<file path="config.mk">
export PLATFORM = sky130hd
export DESIGN_NAME = sio_irq_vector_ctrl
export DESIGN_NICKNAME = d
export VERILOG_FILES = /design/src/rtl/sioiv_pkg.sv /design/src/rtl/sioiv_chan.sv /design/src/rtl/sioiv_vec.sv /design/src/rtl/sio_irq_vector_ctrl.sv
export SDC_FILE = /design/constraint.sdc
export NUM_CORES = 1
export LEC_CHECK = 0
export CAP_MARGIN = 20
export CORE_MARGIN = 1
export CORE_UTILIZATION = 56
export CTS_CLUSTER_DIAMETER = 40
export DETAILED_ROUTE_END_ITERATION = 12
export HOLD_SLACK_MARGIN = 0.06
export PLACE_DENSITY = 0.8
export SLEW_MARGIN = 20
export SYNTH_ARGS = -nofsm -noshare
export SYNTH_HDL_FRONTEND = slang
export SYNTH_HIERARCHICAL = 1
export SYNTH_SLANG_ARGS = --single-unit
</file>
<file path="constraint.sdc">
create_clock -name clk -period 3.3 [get_ports clk]
set_input_delay 0.99 -clock clk [delete_from_list [all_inputs] [get_ports clk]]
set_output_delay 0.99 -clock clk [all_outputs]
set_load 0.02 [all_outputs]
</file>
<file path="src/rtl/sioiv_pkg.sv">
package sioiv_pkg;
  localparam int BYTE_W = 8;
  localparam int PTR_W  = 4;
  localparam int NCH    = 2;
  localparam int CODE_W = 3;

  localparam logic [2:0] CMD_POINT_HI = 3'b001;
  localparam logic [2:0] CMD_CLR_TX   = 3'b101;
  localparam logic [2:0] CMD_RST_IUS  = 3'b111;

  localparam logic [PTR_W-1:0] REG_CMD    = 4'd0;
  localparam logic [PTR_W-1:0] REG_IE     = 4'd1;
  localparam logic [PTR_W-1:0] RD_VEC     = 4'd2;
  localparam logic [PTR_W-1:0] RD_PEND    = 4'd3;
  localparam logic [PTR_W-1:0] REG_MASTER = 4'd9;
  localparam logic [PTR_W-1:0] REG_EXTEN  = 4'd15;

  localparam logic [BYTE_W-1:0] EXTEN_RESET = 8'hF8;

  typedef struct packed {
    logic rx_avail;
    logic rx_pend;
    logic rx_ius;
    logic tx_pend;
    logic tx_ius;
    logic brk;
  } chan_flags_t;

  // Interrupt request of one channel from its enables and flags.
  function automatic logic chan_wants_irq(input logic tx_en, input logic [1:0] rx_mode,
                                          input logic brk_en, input logic rx_pend,
                                          input logic tx_pend, input logic brk);
    logic rx_on;
    rx_on = (rx_mode == 2'b01) || (rx_mode == 2'b10);
    return (tx_en && tx_pend) || (rx_on && rx_pend) || (brk_en && brk);
  endfunction

  // Source code: [2] = channel A, [1] = receive; 3'b011 means idle.
  function automatic logic [CODE_W-1:0] src_code(input logic [NCH-1:0] rx_ius,
                                                 input logic [NCH-1:0] tx_ius);
    if (rx_ius[0])      return 3'b110;
    else if (tx_ius[0]) return 3'b100;
    else if (rx_ius[1]) return 3'b010;
    else if (tx_ius[1]) return 3'b000;
    else                return 3'b011;
  endfunction

  // Status-low puts the code in bits 3:1; status-high puts it bit-reversed in bits 6:4.
  function automatic logic [BYTE_W-1:0] vec_format(input logic hi, input logic [CODE_W-1:0] code);
    if (hi) return {1'b0, code[0], code[1], code[2], 4'b0000};
    else    return {4'b0000, code, 1'b0};
  endfunction
endpackage

</file>
<file path="src/rtl/sioiv_chan.sv">
module sioiv_chan
  import sioiv_pkg::*;
(
  input  logic              clk,
  input  logic              rst_n,
  input  logic              chan_rst,
  input  logic              rx_evt,
  input  logic [BYTE_W-1:0] rx_byte,
  input  logic              brk_evt,
  input  logic              data_wr,
  input  logic              data_rd,
  input  logic              cmd_clr_tx,
  input  logic              cmd_rst_ius,
  input  logic              ie_we,
  input  logic              exten_we,
  input  logic [BYTE_W-1:0] wdata,
  output chan_flags_t       flags_q,
  output logic              tx_en_q,
  output logic [1:0]        rx_mode_q,
  output logic [BYTE_W-1:0] exten_q,
  output logic [BYTE_W-1:0] rx_data_q
);
  chan_flags_t nxt;
  logic        take_tx;

  always_comb begin
    nxt = flags_q;
    if (cmd_clr_tx) begin
      nxt.tx_pend = 1'b0;
      nxt.tx_ius  = 1'b0;
    end
    if (cmd_rst_ius) begin
      if (flags_q.rx_ius) nxt.rx_ius = 1'b0;
      else                nxt.tx_ius = 1'b0;
    end
    if (data_rd) begin
      nxt.rx_avail = 1'b0;
      nxt.rx_pend  = 1'b0;
      nxt.rx_ius   = 1'b0;
    end
    if (data_wr) nxt.tx_pend = 1'b1;
    if (rx_evt) begin
      nxt.rx_avail = 1'b1;
      nxt.rx_pend  = 1'b1;
      nxt.rx_ius   = 1'b1;
    end
    if (brk_evt) nxt.brk = 1'b1;
    // transmit goes into service only with no receive in service
    take_tx = nxt.tx_pend && !nxt.rx_ius &&
              (data_wr || data_rd || (cmd_rst_ius && flags_q.rx_ius));
    if (take_tx) nxt.tx_ius = 1'b1;
  end

  always_ff @(posedge clk or negedge rst_n) begin
    if (!rst_n) begin
      flags_q   <= '0;
      tx_en_q   <= 1'b0;
      rx_mode_q <= 2'b00;
      exten_q   <= EXTEN_RESET;
      rx_data_q <= '0;
    end else if (chan_rst) begin
      flags_q   <= '0;
      tx_en_q   <= 1'b0;
      rx_mode_q <= 2'b00;
      exten_q   <= EXTEN_RESET;
      rx_data_q <= '0;
    end else begin
      flags_q <= nxt;
      if (rx_evt) rx_data_q <= rx_byte;
      if (ie_we) begin
        tx_en_q   <= wdata[1];
        rx_mode_q <= wdata[4:3];
      end
      if (exten_we) exten_q <= wdata;
    end
  end
endmodule

</file>
<file path="src/rtl/sioiv_vec.sv">
module sioiv_vec
  import sioiv_pkg::*;
(
  input  logic [NCH-1:0]   rx_pend,
  input  logic [NCH-1:0]   tx_pend,
  input  logic [NCH-1:0]   rx_ius,
  input  logic [NCH-1:0]   tx_ius,
  input  logic [NCH-1:0]   brk,
  input  logic [NCH-1:0]   tx_en,
  input  logic [2*NCH-1:0] rx_mode,
  input  logic [NCH-1:0]   brk_en,
  input  logic             status_hi,
  output logic [BYTE_W-1:0] vec,
  output logic [3*NCH-1:0] pend,
  output logic             irq
);
  logic [NCH-1:0] ch_irq;
  logic [2:0]     ch_pend [NCH];

  for (genvar c = 0; c < NCH; c++) begin : g_ch
    assign ch_irq[c]  = chan_wants_irq(tx_en[c], rx_mode[2*c +: 2], brk_en[c],
                                       rx_pend[c], tx_pend[c], brk[c]);
    assign ch_pend[c] = {rx_pend[c], tx_pend[c] & tx_en[c] & ~rx_ius[c], brk[c] & brk_en[c]};
  end

  // channel A occupies the upper half of the pending byte
  assign pend = {ch_pend[0], ch_pend[1]};
  assign irq  = |ch_irq;
  assign vec  = vec_format(status_hi, src_code(rx_ius, tx_ius));
endmodule

</file>
<file path="src/rtl/sio_irq_vector_ctrl.sv">
module sio_irq_vector_ctrl
  import sioiv_pkg::*;
(
  input  logic              clk,
  input  logic              rst_n,
  input  logic              bus_cs,
  input  logic              bus_we,
  input  logic              bus_chan,
  input  logic              bus_data_port,
  input  logic [BYTE_W-1:0] bus_wdata,
  output logic [BYTE_W-1:0] bus_rdata,
  input  logic [NCH-1:0]    rx_evt,
  input  logic [BYTE_W-1:0] rx_byte_a,
  input  logic [BYTE_W-1:0] rx_byte_b,
  input  logic [NCH-1:0]    brk_evt,
  output logic              irq
);
  // named internal events, also observed by the checker
  logic [NCH-1:0]       ev_ctl_wr, ev_ctl_rd, ev_data_wr, ev_data_rd;
  logic [NCH-1:0]       ev_clr_tx, ev_rst_ius, ev_chan_rst, ev_master_wr;
  logic [PTR_W*NCH-1:0] ev_ptr_pair;
  logic [NCH-1:0]       ev_rx_pend, ev_tx_pend, ev_rx_ius, ev_tx_ius, ev_brk;
  logic [NCH-1:0]       tx_en_v, brk_en_v;
  logic [2*NCH-1:0]     rx_mode_v;
  logic [BYTE_W-1:0]    vec_w;
  logic [3*NCH-1:0]     pend_w;
  logic                 status_hi_q;
  logic                 master_we;

  logic [PTR_W-1:0]  ptr_q     [NCH];
  chan_flags_t       flags     [NCH];
  logic [BYTE_W-1:0] exten     [NCH];
  logic [BYTE_W-1:0] rx_data   [NCH];
  logic [BYTE_W-1:0] rx_byte_in[NCH];

  assign rx_byte_in[0] = rx_byte_a;
  assign rx_byte_in[1] = rx_byte_b;

  assign master_we      = |ev_master_wr;
  // bit 7 resets channel A, bit 6 resets channel B
  assign ev_chan_rst[0] = master_we & bus_wdata[7];
  assign ev_chan_rst[1] = master_we & bus_wdata[6];

  for (genvar c = 0; c < NCH; c++) begin : g_ch
    logic sel, at_cmd;
    assign sel             = bus_cs && (bus_chan == c[0]);
    assign ev_ctl_wr[c]    = sel &&  bus_we && !bus_data_port;
    assign ev_ctl_rd[c]    = sel && !bus_we && !bus_data_port;
    assign ev_data_wr[c]   = sel &&  bus_we &&  bus_data_port;
    assign ev_data_rd[c]   = sel && !bus_we &&  bus_data_port;
    assign at_cmd          = (ptr_q[c] == REG_CMD);
    assign ev_clr_tx[c]    = ev_ctl_wr[c] && at_cmd && (bus_wdata[5:3] == CMD_CLR_TX);
    assign ev_rst_ius[c]   = ev_ctl_wr[c] && at_cmd && (bus_wdata[5:3] == CMD_RST_IUS);
    assign ev_master_wr[c] = ev_ctl_wr[c] && (ptr_q[c] == REG_MASTER);

    always_ff @(posedge clk or negedge rst_n) begin
      if (!rst_n) begin
        ptr_q[c] <= '0;
      end else if (ev_chan_rst[c]) begin
        ptr_q[c] <= '0;
      end else if (ev_ctl_wr[c]) begin
        if (at_cmd) ptr_q[c] <= {bus_wdata[5:3] == CMD_POINT_HI, bus_wdata[2:0]};
        else        ptr_q[c] <= '0;
      end else if (ev_ctl_rd[c]) begin
        ptr_q[c] <= '0;
      end
    end

    sioiv_chan u_chan (
      .clk        (clk),
      .rst_n      (rst_n),
      .chan_rst   (ev_chan_rst[c]),
      .rx_evt     (rx_evt[c]),
      .rx_byte    (rx_byte_in[c]),
      .brk_evt    (brk_evt[c]),
      .data_wr    (ev_data_wr[c]),
      .data_rd    (ev_data_rd[c]),
      .cmd_clr_tx (ev_clr_tx[c]),
      .cmd_rst_ius(ev_rst_ius[c]),
      .ie_we      (ev_ctl_wr[c] && (ptr_q[c] == REG_IE)),
      .exten_we   (ev_ctl_wr[c] && (ptr_q[c] == REG_EXTEN)),
      .wdata      (bus_wdata),
      .flags_q    (flags[c]),
      .tx_en_q    (tx_en_v[c]),
      .rx_mode_q  (rx_mode_v[2*c +: 2]),
      .exten_q    (exten[c]),
      .rx_data_q  (rx_data[c])
    );

    assign ev_ptr_pair[PTR_W*c +: PTR_W] = ptr_q[c];
    assign ev_rx_pend[c] = flags[c].rx_pend;
    assign ev_tx_pend[c] = flags[c].tx_pend;
    assign ev_rx_ius[c]  = flags[c].rx_ius;
    assign ev_tx_ius[c]  = flags[c].tx_ius;
    assign ev_brk[c]     = flags[c].brk;
    assign brk_en_v[c]   = exten[c][7];
  end

  always_ff @(posedge clk or negedge rst_n) begin
    if (!rst_n)         status_hi_q <= 1'b0;
    else if (master_we) status_hi_q <= bus_wdata[4];
  end

  sioiv_vec u_vec (
    .rx_pend  (ev_rx_pend),
    .tx_pend  (ev_tx_pend),
    .rx_ius   (ev_rx_ius),
    .tx_ius   (ev_tx_ius),
    .brk      (ev_brk),
    .tx_en    (tx_en_v),
    .rx_mode  (rx_mode_v),
    .brk_en   (brk_en_v),
    .status_hi(status_hi_q),
    .vec      (vec_w),
    .pend     (pend_w),
    .irq      (irq)
  );

  always_comb begin
    bus_rdata = '0;
    if (bus_cs && !bus_we) begin
      if (bus_data_port) begin
        bus_rdata = rx_data[bus_chan];
      end else begin
        case (ptr_q[bus_chan])
          REG_CMD:   bus_rdata = {flags[bus_chan].brk, 4'b0000, 1'b1, 1'b0,
                                  flags[bus_chan].rx_avail};
          RD_VEC:    bus_rdata = vec_w;
          RD_PEND:   bus_rdata = bus_chan ? 8'h00 : {2'b00, pend_w};
          REG_EXTEN: bus_rdata = exten[bus_chan];
          default:   bus_rdata = '0;
        endcase
      end
    end
  end
endmodule

</file>
# Word-level counts from Yosys, hierarchy flattened
# Cells that the tools add are included.
[classes]
addsub = 0
multipliers = 0
n_div = 0
magnitude_cmp = 1
eq_ne = 16
n_shift = 0
mux = 65
bitwise = 12
reduce_logical = 70
[ops]
columns = ["cell", "count"]
rows = [
  ["$mux 8", 16],
  ["$mux 4", 11],
  ["$logic_and 1x1->1", 39],
  ["$mux 6", 6],
  ["$pmux 8 s4", 1],
  ["$mux 3", 7],
  ["$eq 4x4->1 const B", 5],
  ["$mux 1", 16],
  ["$reduce_bool 2->1", 8],
  ["$mux 2", 7],
  ["$logic_not 4->1", 3],
  ["$reduce_bool 3->1", 4],
  ["$logic_or 1x1->1", 10],
  ["$and 1x1->1", 8],
  ["$eq 4x1->1 const B", 2],
  ["$eq 4x2->1 const B", 2],
  ["$mux 7", 1],
  ["$eq 3x3->1 const B", 2],
  ["$eq 2x1->1 const B", 2],
  ["$eq 2x2->1 const B", 2],
  ["$logic_not 1->1", 4],
  ["$reduce_or 2->1", 2],
  ["$eq 3x1->1 const B", 1],
  ["$not 1->1", 3],
  ["2 further kinds", 2],
]
[word_totals]
regBits = 59
latchBits = 0
ram_bits = 0
romBits = 0
in_bits = 34
output_inout_bits = 9
wordCells = 187
mem_count = 0

# Logic depth before layout (Yosys ltp)
[logic_depth]
depth_word = 14
depth_mapped = 9
mapped_depth_nobuf = 7

# Hierarchy
# Netlist, hierarchy kept.
[by_module_without_submodules]
columns = ["module", "instances", "cells_per_inst", "area_each_um2", "seq_area_each_um2"]
rows = [
  ["sioiv_chan", 2, 87, 1017.2, 606.8],
  ["sio_irq_vector_ctrl", 1, 132, 1189.9, 225.2],
  ["sioiv_vec", 1, 26, 155.1, 0.0],
]

# Least setup slack after synthesis
# Ideal clock, no wire load.
[synth_timing]
path_kind = "input to output"
start = "input bus_chan"
end = "output bus_rdata[6]"
t_arrival_ns = 2.383
required_time_ns = 2.310
slack_ns = -0.073
cell_stages = 4
path_buffers = 0
path_cell_list = "or4_4 -> a21oi_4 -> a222oi_1 -> a211oi_1"
[synth_between]
elab_chain_cells = 8
word_cells_on_any_way = 17
classes_between = "eq/ne: 3; mux: 12; bitwise: 1; reduce/logical: 1"
[synth_rtl]
columns = ["element", "line_no", "source"]
rows = [
  ["start, declared", "sio_irq_vector_ctrl.sv:8", "input logic bus_chan,"],
  ["$not 1->2 (not written as such) *", "sio_irq_vector_ctrl.sv:123, sio_irq_vector_ctrl.sv:125, sio_irq_vector_ctrl.sv:130", ""],
  ["$mux 4 (not written as such) (3 in a row)", "sio_irq_vector_ctrl.sv:125", "case (ptr_q[bus_chan])"],
  ["$eq 4x4->1, or another cell as far along", "sio_irq_vector_ctrl.sv:125", ""],
  ["$pmux 8 s4", "sio_irq_vector_ctrl.sv:125", ""],
  ["$mux 8 *", "sio_irq_vector_ctrl.sv:122", "if (bus_data_port) begin"],
  ["$mux 8 *", "sio_irq_vector_ctrl.sv:121", "if (bus_cs && !bus_we) begin"],
  ["end, declared", "sio_irq_vector_ctrl.sv:11", "output logic [BYTE_W-1:0] bus_rdata,"],
]
# Every way passes the cells marked *; elsewhere a longest branch is shown, timed or not. The select of a mux whose other input is x is not followed.

# Worst setup path in the final report
[layout_timing]
start = "input bus_chan"
end = "output bus_rdata[4]"
[layout_between]
elab_chain_cells = 8
word_cells_on_any_way = 18
classes_between = "eq/ne: 3; mux: 13; bitwise: 1; reduce/logical: 1"
[layout_rtl]
columns = ["element", "line_no"]
rows = [
  ["$not 1->2 (not written as such)", "sio_irq_vector_ctrl.sv:123, sio_irq_vector_ctrl.sv:125, sio_irq_vector_ctrl.sv:130"],
  ["$mux 4 (not written as such) (3 in a row)", "sio_irq_vector_ctrl.sv:125"],
  ["$eq 4x4->1, or another cell as far along", "sio_irq_vector_ctrl.sv:125"],
  ["$pmux 8 s4", "sio_irq_vector_ctrl.sv:125"],
  ["$mux 8 *", "sio_irq_vector_ctrl.sv:122"],
  ["$mux 8 *", "sio_irq_vector_ctrl.sv:121"],
]
# Marks and branches as above.

==> metrics.txt <==
hold slack final 0.5285 ns; DRC violations left 0; number of antenna violations at the first check in global routing 0; critical path endpoint category output port; First-pass DRT Iterations 8; CTS Buffer Depth 2; f_max 0.2998 GHz; violations in the final reports setup timing; clock slew at reported path FFs 0.06 ns; Cell Area, Placed 0.004104 mm2; Initial DRC Count 355; total wire length after detailed routing 9.964 mm; ys flop type dfrtp_1; Placed Cells incl. Taps 469; final worst path period share 101.1%; first-pass GRT wire length 15.88 mm; insertion delay to the later sink of the worst-skew pair 0.34 ns; standard-cell rows 27; overall global routing resource usage 34.21%; largest area contributor in the netlist dfrtp_1; Chip Width 79.69 um; top fanout value on the critical path 7; required time reported for the critical path endpoint 2.31 ns; pwr dens 441.9 mW/mm2; Vias/cell 6.232; number of nets in the finished design 449; remaining global-route overflow 0; transition time at the pin with the least slew margin 0.6937 ns; Setup Viol. Count Final 5; worst path arrival time 2.35 ns; final cell area excluding filler cells 0.004522 mm2; ANT nets after route 0; count of final hold-check violations 0; number of buffers inserted during clock tree synthesis 9; fin crit period 3.336 ns; boundary pin count 43; area of the mapped netlist 0.003379 mm2; multiplexer share of the synthesized area 15.18%; Leak Pwr 2.058 nW; Finished Layout Cells 491; simple-gate area share of the yosys netlist 20.88%; clock skew 0.007157 ns; post-synthesis sequential element count 57; max-capacitance violation count 0; share of flip-flops with an asynchronous set or reset after synthesis 100.0%; area of the die 0.006350 mm2; share of layout cells above drive strength 1 32.46%; leading cell types in the layout, fill and taps excluded nor2_1, dfrtp_1, buf_4, mux2i_1, clkdlybuf4s50_1; DPL Wire Length 6.795 mm; final worst setup slack -0.03601 ns; final weighted congestion of routability-driven global placement 0.9354; total via count in the routed design 3060; TNS Setup -0.1043 ns; WL per Instance 20.29 um; largest family of logic cells by synthesized area simple AND/OR/NAND/NOR gates; Initial Util 59.55%; run status finished with violations; path type of the worst min-delay path reg -> reg; Clock Sinks 57; worst vdd ir 0.4387 mV; count of cell types in the netlist 54; Startpoint Class input pin; maximum level of the CTS H-tree 3; most common library cell in the layout ignoring fill and taps nor2_1; Max Transition Viols Final 0; XOR/XNOR share of the synthesized area 0.5183%; TritonCTS clock tree yes; pin count of the biggest net entering global routing 24; Yosys top cell area share 34.80%; Core Util, Final 79.67%; headroom to the max-slew limit 53.61%; largest cells by area after synthesis dfrtp_1, mux2i_1, dfstp_2; core region area 0.005675 mm2; total power draw 1.998 mW; post-synthesis to final-layout area growth 33.80%; number of standard cells after synthesis 332; Post-Place Setup Slack -1.003 ns; post-synthesis area per instance 10.18 um2; count of yosys warnings during synthesis 6; port buffer count 42; sequential fraction of the synthesis area 42.58%; Post-synth EDFFs 0; height of the chip 79.69 um; vias in the first global route 3105; root buffer cell clkbuf_8; synthesized-area fraction occupied by adder cells 0%; setup repair after global routing missed its margin yes; Setup CP Type in -> out; diode insertion count for antenna repair 0; share of the synthesized area in compound gates (AO/OA/AOI/OAI) 14.99%
path summary, 6_finish.rpt:
path | start | end | slack [ns] | cells past startpoint
min in group asynchronous | rst_n | ev_ptr_pair[7] | 0.56 | 1
min reg2reg | g_ch[1].u_chan/exten_q[0] | g_ch[1].u_chan/exten_q[0] | 0.53 | 2
max in group asynchronous | rst_n | g_ch[1].u_chan/exten_q[5] | 2.03 | 2
max | bus_chan | bus_rdata[4] | -0.04 | 8
min | g_ch[1].u_chan/exten_q[0] | g_ch[1].u_chan/exten_q[0] | 0.53 | 2
max reg2reg | ev_ptr_pair[1] | g_ch[0].u_chan/flags_q[1] | 1.03 | 8
metal layers:
metal  vias up  wire length, um  global-route usage (%)
met3        29              693                   7.657
met1      1525             4187                   44.44
li1       1354                -                       -
met2       152             4812                   54.79
met4         0              269                   14.55
met5         -                0                       0
cell usage after synthesis (3+ instances only):
library cell  instances
nor3b_1               3
nor3_1                4
dfrtp_1              47
a22oi_1              12
buf_2                11
nand4_1               3
inv_1                11
a222oi_1              6
nor2b_2               4
nor2_1               63
o22ai_1               6
buf_4                10
mux2_2                9
dfstp_2              10
a211o_1               4
or4_4                 3
a21oi_1               5
nand3_1               3
a211o_2               6
nor2b_1               7
nand2_1              16
nand2b_1              5
mux2i_1              40
what timing repair did:
action	4_1_cts	5_1_grt
endpoints found under the setup margin	8	8
gates resized for setup	75	12
setup buffers	6	1
hold buffers	0	0
pin swaps	14	10
area by class of cell:
type / instances / area, um2
sequential: 57 / 1439
clock buffer: 13 / 178.9
tap: 72 / 90.09
multi-input combinational: 242 / 1873
fill: 353 / 1154
timing repair buffer: 94 / 864.6
inverter: 11 / 41.29
clock inverter: 2 / 35.03
cell families (layout without fill, tap and decap cells):
kind of cell	Yosys count	in the layout
xor gates and xnor gates	2	2
DFF	57	57
AOI/OAI and AO/OA	57	57
other	1	2
muxes	50	50
buffers and inverters	34	120
and+or+nand+nor	131	131
flip-flops by register name (all words and copies together), names as in the netlist:
| signal | cells |
|---|---|
| ev_ptr_pair | 8 |
| g_ch.u_chan/tx_en_q | 2 |
| g_ch.u_chan/rx_data_q | 16 |
| g_ch.u_chan/exten_q | 16 |
| g_ch.u_chan/rx_mode_q | 4 |
| g_ch.u_chan/flags_q | 10 |
| status_hi_q | 1 |
report_power, final:
part | internal [mW] | switching, mW
registers | 0.767 | 0.0590
logic | 0.234 | 0.242
clock network | 0.426 | 0.271
worst max-delay path, cell delays in order:
cell and delay (ns):
buf_12 0.11, inv_1 0.09, buf_6 0.14, o22ai_4 0.09, buf_4 0.17, a222oi_1 0.46, o22ai_4 0.14, buf_6 0.15
Power figures use the tool's default switching activity.
